**src/rtl/i2s_tx.sv**
```systemverilog
module i2s_tx #(
  parameter int HALF_DIV = 4,
  parameter int DW = 32
) (
  input  logic          clk,
  input  logic          rst_n,
  input  logic          cfg_master,
  input  logic          cfg_lj,
  input  logic [2:0]    cfg_len,
  input  logic          cfg_slot24,
  input  logic          cfg_mono,
  input  logic          cfg_repeat,
  input  logic          cmd_en,
  input  logic          cmd_dis,
  output logic          tx_enabled,
  input  logic          wr_valid,
  input  logic [DW-1:0] wr_data,
  output logic          tx_ready,
  input  logic          bclk_i,
  input  logic          ws_i,
  output logic          bclk_o,
  output logic          ws_o,
  output logic          sd_o,
  output logic [1:0]    urun_ch
);
  localparam int PW = $clog2(2 * DW);
  localparam int CW = $clog2(HALF_DIV) + 1;
  localparam int HW = DW / 2;
  localparam int BW = DW / 4;

  logic            en, hold_full, bclk_q, ws_q, sd_q, prev_lj, ws_seen;
  logic [CW-1:0]   div_cnt;
  logic [PW-1:0]   pos, pos_nx, pos_last, dl, sw, shamt;
  logic [PW:0]     flen;
  logic [DW-1:0]   hold, sh, last_l, last_r, pend, pend_nx, smp, lo_half, hi_half;
  logic [2:0]      bsync;
  logic [1:0]      wsync, ur, urun_q;
  logic            tick, b_rise, b_fall, l_start, r_start, take, compact, lj_bit;

  always_comb begin
    case (cfg_len)
      3'd0:       begin dl = PW'(32); sw = PW'(32); end
      3'd1:       begin dl = PW'(24); sw = cfg_slot24 ? PW'(24) : PW'(32); end
      3'd2:       begin dl = PW'(20); sw = cfg_slot24 ? PW'(24) : PW'(32); end
      3'd3:       begin dl = PW'(18); sw = cfg_slot24 ? PW'(24) : PW'(32); end
      3'd4, 3'd5: begin dl = PW'(16); sw = PW'(16); end
      default:    begin dl = PW'(8);  sw = PW'(8);  end
    endcase
  end

  assign compact  = (cfg_len == 3'd5) || (cfg_len == 3'd7);
  assign shamt    = PW'(DW) - dl;
  assign flen     = {1'b0, sw} << 1;
  assign pos_last = PW'(flen - 1'b1);
  assign pos_nx   = (pos >= pos_last) ? '0 : pos + 1'b1;

  assign tick    = div_cnt == CW'(HALF_DIV - 1);
  assign b_rise  = en & (cfg_master ? (tick & ~bclk_q) : (bsync[1] & ~bsync[2]));
  assign b_fall  = en & (cfg_master ? (tick & bclk_q) : (~bsync[1] & bsync[2]));
  assign l_start = b_fall & (pos_nx == '0);
  assign r_start = b_fall & (pos_nx == sw);

  assign lo_half = (cfg_len == 3'd7) ? {{(DW-BW){1'b0}}, hold[BW-1:0]}
                                     : {{(DW-HW){1'b0}}, hold[HW-1:0]};
  assign hi_half = (cfg_len == 3'd7) ? {{(DW-BW){1'b0}}, hold[2*BW-1:BW]}
                                     : {{(DW-HW){1'b0}}, hold[DW-1:HW]};

  always_comb begin
    take    = 1'b0;
    ur      = 2'b00;
    smp     = '0;
    pend_nx = pend;
    if (l_start) begin
      if (hold_full) begin
        take = 1'b1;
        if (compact) begin
          smp     = lo_half << shamt;
          pend_nx = hi_half << shamt;
        end else begin
          smp = hold << shamt;
        end
      end else begin
        ur      = compact ? 2'b11 : 2'b01;
        smp     = cfg_repeat ? last_l : '0;
        pend_nx = cfg_repeat ? last_r : '0;
      end
    end else if (r_start) begin
      if (cfg_mono) begin
        smp = last_l;
      end else if (compact) begin
        smp = pend;
      end else if (hold_full) begin
        take = 1'b1;
        smp  = hold << shamt;
      end else begin
        ur  = 2'b10;
        smp = cfg_repeat ? last_r : '0;
      end
    end
  end

  assign lj_bit = (l_start | r_start) ? smp[DW-1] : sh[DW-1];

  always_ff @(posedge clk or negedge rst_n) begin
    if (!rst_n) begin
      en <= 1'b0; hold_full <= 1'b0; hold <= '0;
      bclk_q <= 1'b0; ws_q <= 1'b0; sd_q <= 1'b0; prev_lj <= 1'b0; ws_seen <= 1'b0;
      div_cnt <= '0; pos <= '1; sh <= '0;
      last_l <= '0; last_r <= '0; pend <= '0;
      bsync <= '0; wsync <= '0; urun_q <= '0;
    end else begin
      bsync  <= {bsync[1:0], bclk_i};
      wsync  <= {wsync[0], ws_i};
      en     <= cmd_dis ? 1'b0 : (cmd_en ? 1'b1 : en);
      urun_q <= ur;
      if (!en) begin
        hold_full <= 1'b0; div_cnt <= '0; bclk_q <= 1'b0;
        ws_q <= 1'b0; sd_q <= 1'b0; prev_lj <= 1'b0; sh <= '0;
        pos <= '1; ws_seen <= 1'b0;
      end else begin
        if (wr_valid && tx_ready) begin
          hold      <= wr_data;
          hold_full <= 1'b1;
        end else if (take) begin
          hold_full <= 1'b0;
        end
        if (cfg_master) begin
          div_cnt <= tick ? '0 : div_cnt + 1'b1;
          if (tick) bclk_q <= ~bclk_q;
        end
        if (b_rise && !cfg_master) begin
          ws_seen <= wsync[1];
          if (wsync[1] != ws_seen) pos <= wsync[1] ? sw : '0;
        end
        if (b_fall) begin
          pos     <= pos_nx;
          ws_q    <= pos_nx >= sw;
          sd_q    <= cfg_lj ? lj_bit : prev_lj;
          prev_lj <= lj_bit;
          sh      <= (l_start | r_start) ? (smp << 1) : (sh << 1);
          if (l_start) begin
            last_l <= smp;
            pend   <= pend_nx;
          end
          if (r_start) last_r <= smp;
        end
      end
    end
  end

  assign tx_enabled = en;
  assign tx_ready   = en & ~hold_full;
  assign bclk_o     = bclk_q;
  assign ws_o       = cfg_master & ws_q;
  assign sd_o       = sd_q;
  assign urun_ch    = urun_q;
endmodule

```
**config.mk**
```make
export PLATFORM = sky130hd
export DESIGN_NAME = i2s_tx
export DESIGN_NICKNAME = d
export VERILOG_FILES = /design/src/rtl/i2s_tx.sv
export SDC_FILE = /design/constraint.sdc
export NUM_CORES = 1
export LEC_CHECK = 0
export ABC_CLOCK_PERIOD_IN_PS = 3100
export BUFFER_PORTS_ARGS = -buffer_cell sky130_fd_sc_hd__buf_4
export CORE_MARGIN = 3
export CORE_UTILIZATION = 45
export DETAILED_ROUTE_END_ITERATION = 10
export SLEW_MARGIN = 20
export SYNTH_ARGS = -nofsm -noshare
export SYNTH_HDL_FRONTEND = slang
export SYNTH_SLANG_ARGS = --single-unit
```
**constraint.sdc**
```tcl
create_clock -name clk -period 3.1 [get_ports clk]
set_input_delay 0.31 -clock clk [delete_from_list [all_inputs] [get_ports clk]]
set_output_delay 0.31 -clock clk [all_outputs]
set_load 0.02 [all_outputs]
```
==> impl_metrics.ini <==
[outcome]
status = finished clean

[sta]
fmax_mhz = 343
finalHoldViolCount = 0
finalSetupViolCount = 0
finalSetupTns_ns = 0
finalCriticalPeriod_ns = 2.92
clock_skew_ns = 0.0107
max_slew_margin = 0.424
fin_ws_ns = 0.181
finalMaxSlewViolations = 0
finalCritPeriodShare = 0.941
tightest_slew_ns = 0.864
rsz0062_at_grt = false

[pwr]
p_total_w = 0.00640
peakVddDrop_v = 0.000293
power_density_mw_per_mm2 = 531
leakage_nw = 5.23

[synthesis]
synth-edff-count = 0
synthCells = 1148
syn_avg_cell_area_sq_um = 9.12
syn_area_sq_mm = 0.0105
synth.distinct_cells = 74
async_reset_ff_frac = 1.00
syn-num-nets = 1202
synth_area_leaders = dfrtp_1, nand2_1, o21ai_0, mux2_2, a21oi_1
synth_top_area_frac = 0.421
synth_top_cell_by_area = dfrtp_1
synth_seq_cells = 182
ys_seq_area_frac = 0.436
yosysWarnings = 0
ys.flop_type = dfrtp_1

[cts]
cts_setup_buffers = 0
numCtsBuffers = 17
cts_tree = built
cts_buffer_depth = 2
clock_sinks = 182
clock_latency_ns = 0.44
clk_pin_slew_ns = 0.08
clk_root_buffer_cell = clkbuf_16
htree_num_levels = 4

[floorplanning]
num_rows = 55
core_sq_mm = 0.0228
start_util = 0.460
die_h_um = 159
io-pin-count = 54
dieArea_sq_mm = 0.0251
die_w_um = 159

[global_routing]
groute.usage.overall = 0.275
antenna_found_initial = 0
grt_pass1_wl_um = 53300
grt_max_degree = 88
grt_pass1_vias = 9007
grt_overflow = 0

[drt]
wl_um = 33200
ant_nets = 0
viasPerCell = 6.19
route.detailed.drc = 0
wl_per_cell_um = 21.9
vias = 9376
drt_first_pass_iters = 7
drtIter0Drc = 1084

[finish]
postLayoutCoreUtil = 0.529
multi_input_area_sq_mm = 0.00552
final_cell_count_no_fill = 1514
antenna_cells = 0
finalNetCount = 1242
final-seq-area_sq_mm = 0.00456
drive_gt1_frac = 0.187
area_growth_pct = 15.0
fillCellCount = 2114
mostFrequentLayoutCell = dfrtp_1
layout_common_cells = dfrtp_1, nand2_1, buf_4

[worst_setup_path]
path_cells = ha_1 -> nand3_1 -> o21ai_1 -> nor2_1 -> ha_1 -> nand3_4 -> a211oi_4 -> nand2_1 -> o22a_1 -> o21ai_0
critPathBufInv = 0
cp.required_ns = 3.45
cp.arrival_ns = 3.27
cpMostUsedCell = ha_1
critPathMaxStageDelay_ns = 0.58
reg2regPathDepth = 10
path_class = flip-flop to flip-flop
crit_path_end_kind = flip-flop
crit_cells = 10
cp_max_fo = 8
cp_slowest_cell = dfstp_2
start_kind = flip-flop
crit_family = compound AO/OA/AOI/OAI gates

[placed_design]
numPortBuffers = 53
hpwl_um = 23100
dp_slack_ns = -0.00603
gp_congestion = 0.955
placedCellCount = 1479

[job]
maxCapViolations = 0

[worst_hold_path]
min_path_type = input pin to flip-flop
hold_path_depth = 2
[worst register-to-register path, cell delays in order (launching register included)]
cell      delay (ns)
dfstp_2         0.58
ha_1            0.28
nand3_1         0.17
o21ai_1         0.24
nor2_1          0.09
ha_1            0.35
nand3_4         0.13
a211oi_4        0.21
nand2_1         0.31
o22a_1          0.29
o21ai_0         0.18
[where the power goes]
group	switching, W	total, W	internal [W]
Sequential	0.000311	0.00291	0.00260
Combinational	0.000774	0.00135	0.000572
Clock	0.00107	0.00214	0.00107
Total	0.00216	0.00640	0.00424
[through the flow]
step                instance area, sq um  hold slack (ns)
CTS                                12000          0.00665
global placement                   11400            0.352
finish                             12000           0.0207
floorplan                          10500           0.0144
global route                       12000           0.0119
detailed placement                 11400            0.342
[synth_stat cells, drive strengths merged, types with 16 or more instances]
library cell / instances
a21o: 19
nand2: 154
a21oi: 86
a22oi: 16
nor3: 27
buf: 39
nor2: 60
o21ai: 111
and3: 18
dfrtp: 176
a211oi: 28
clkbuf: 58
nand3: 28
mux2i: 34
a221oi: 18
nor2b: 20
mux2: 38
[sequential cells by signal, summed over array words and instances, names as in the netlist]
register    count
wsync           2
ws_q            1
sd_o            1
last_r         32
div_cnt         3
hold_full       1
urun_ch         2
prev_lj         1
last_l         32
pend           32
tx_enabled      1
hold           32
bclk_o          1
ws_seen         1
sh             31
bsync           3
pos             6
[layout make-up]
class / instances / share of cell area
clock buffer: 17 / 0.0353
clock inverter: 15 / 0.0119
inverter: 11 / 0.00343
multi-input combinational: 858 / 0.458
sequential: 182 / 0.379
tap: 313 / 0.0325
timing repair buffer: 118 / 0.0799
[final timing paths]
| check | from | end | slack, ns |
|---|---|---|---|
| max | pos[0] | last_r[4] | 0.18 |
| min | cmd_dis | tx_enabled | 0.02 |
| max reg2reg | pos[0] | last_r[4] | 0.18 |
| min reg2reg | wsync[0] | wsync[1] | 0.36 |
| max in group asynchronous | rst_n | pos[3] | 1.77 |
| min in group asynchronous | rst_n | hold[27] | 0.48 |
[logic make-up after synthesis]
family,after synthesis,share of synthesized area
xor gates and xnor gates,6,0.00502
and+or+nand+nor,364,0.164
muxes,77,0.0842
buffers and inverters,108,0.0439
adders and majority gates,7,0.00837
AOI/OAI and AO/OA,404,0.258
DFF,182,0.436
[what timing repair did]
action / in CTS / in global routing
hold buffers: 3 / 0
setup endpoints to repair: 0 / 0
hold endpoints to repair: 76 / 0
gates resized for setup: 0 / 0
[per-layer routing]
metal	up-vias	part of all wire	GRT usage
li1	4339	-	-
met1	4604	0.46	0.400
met2	371	0.44	0.412
met3	62	0.070	0.0625
met4	0	0.025	0.0791
met5	-	0	0
(Power assumes the default switching activity.)
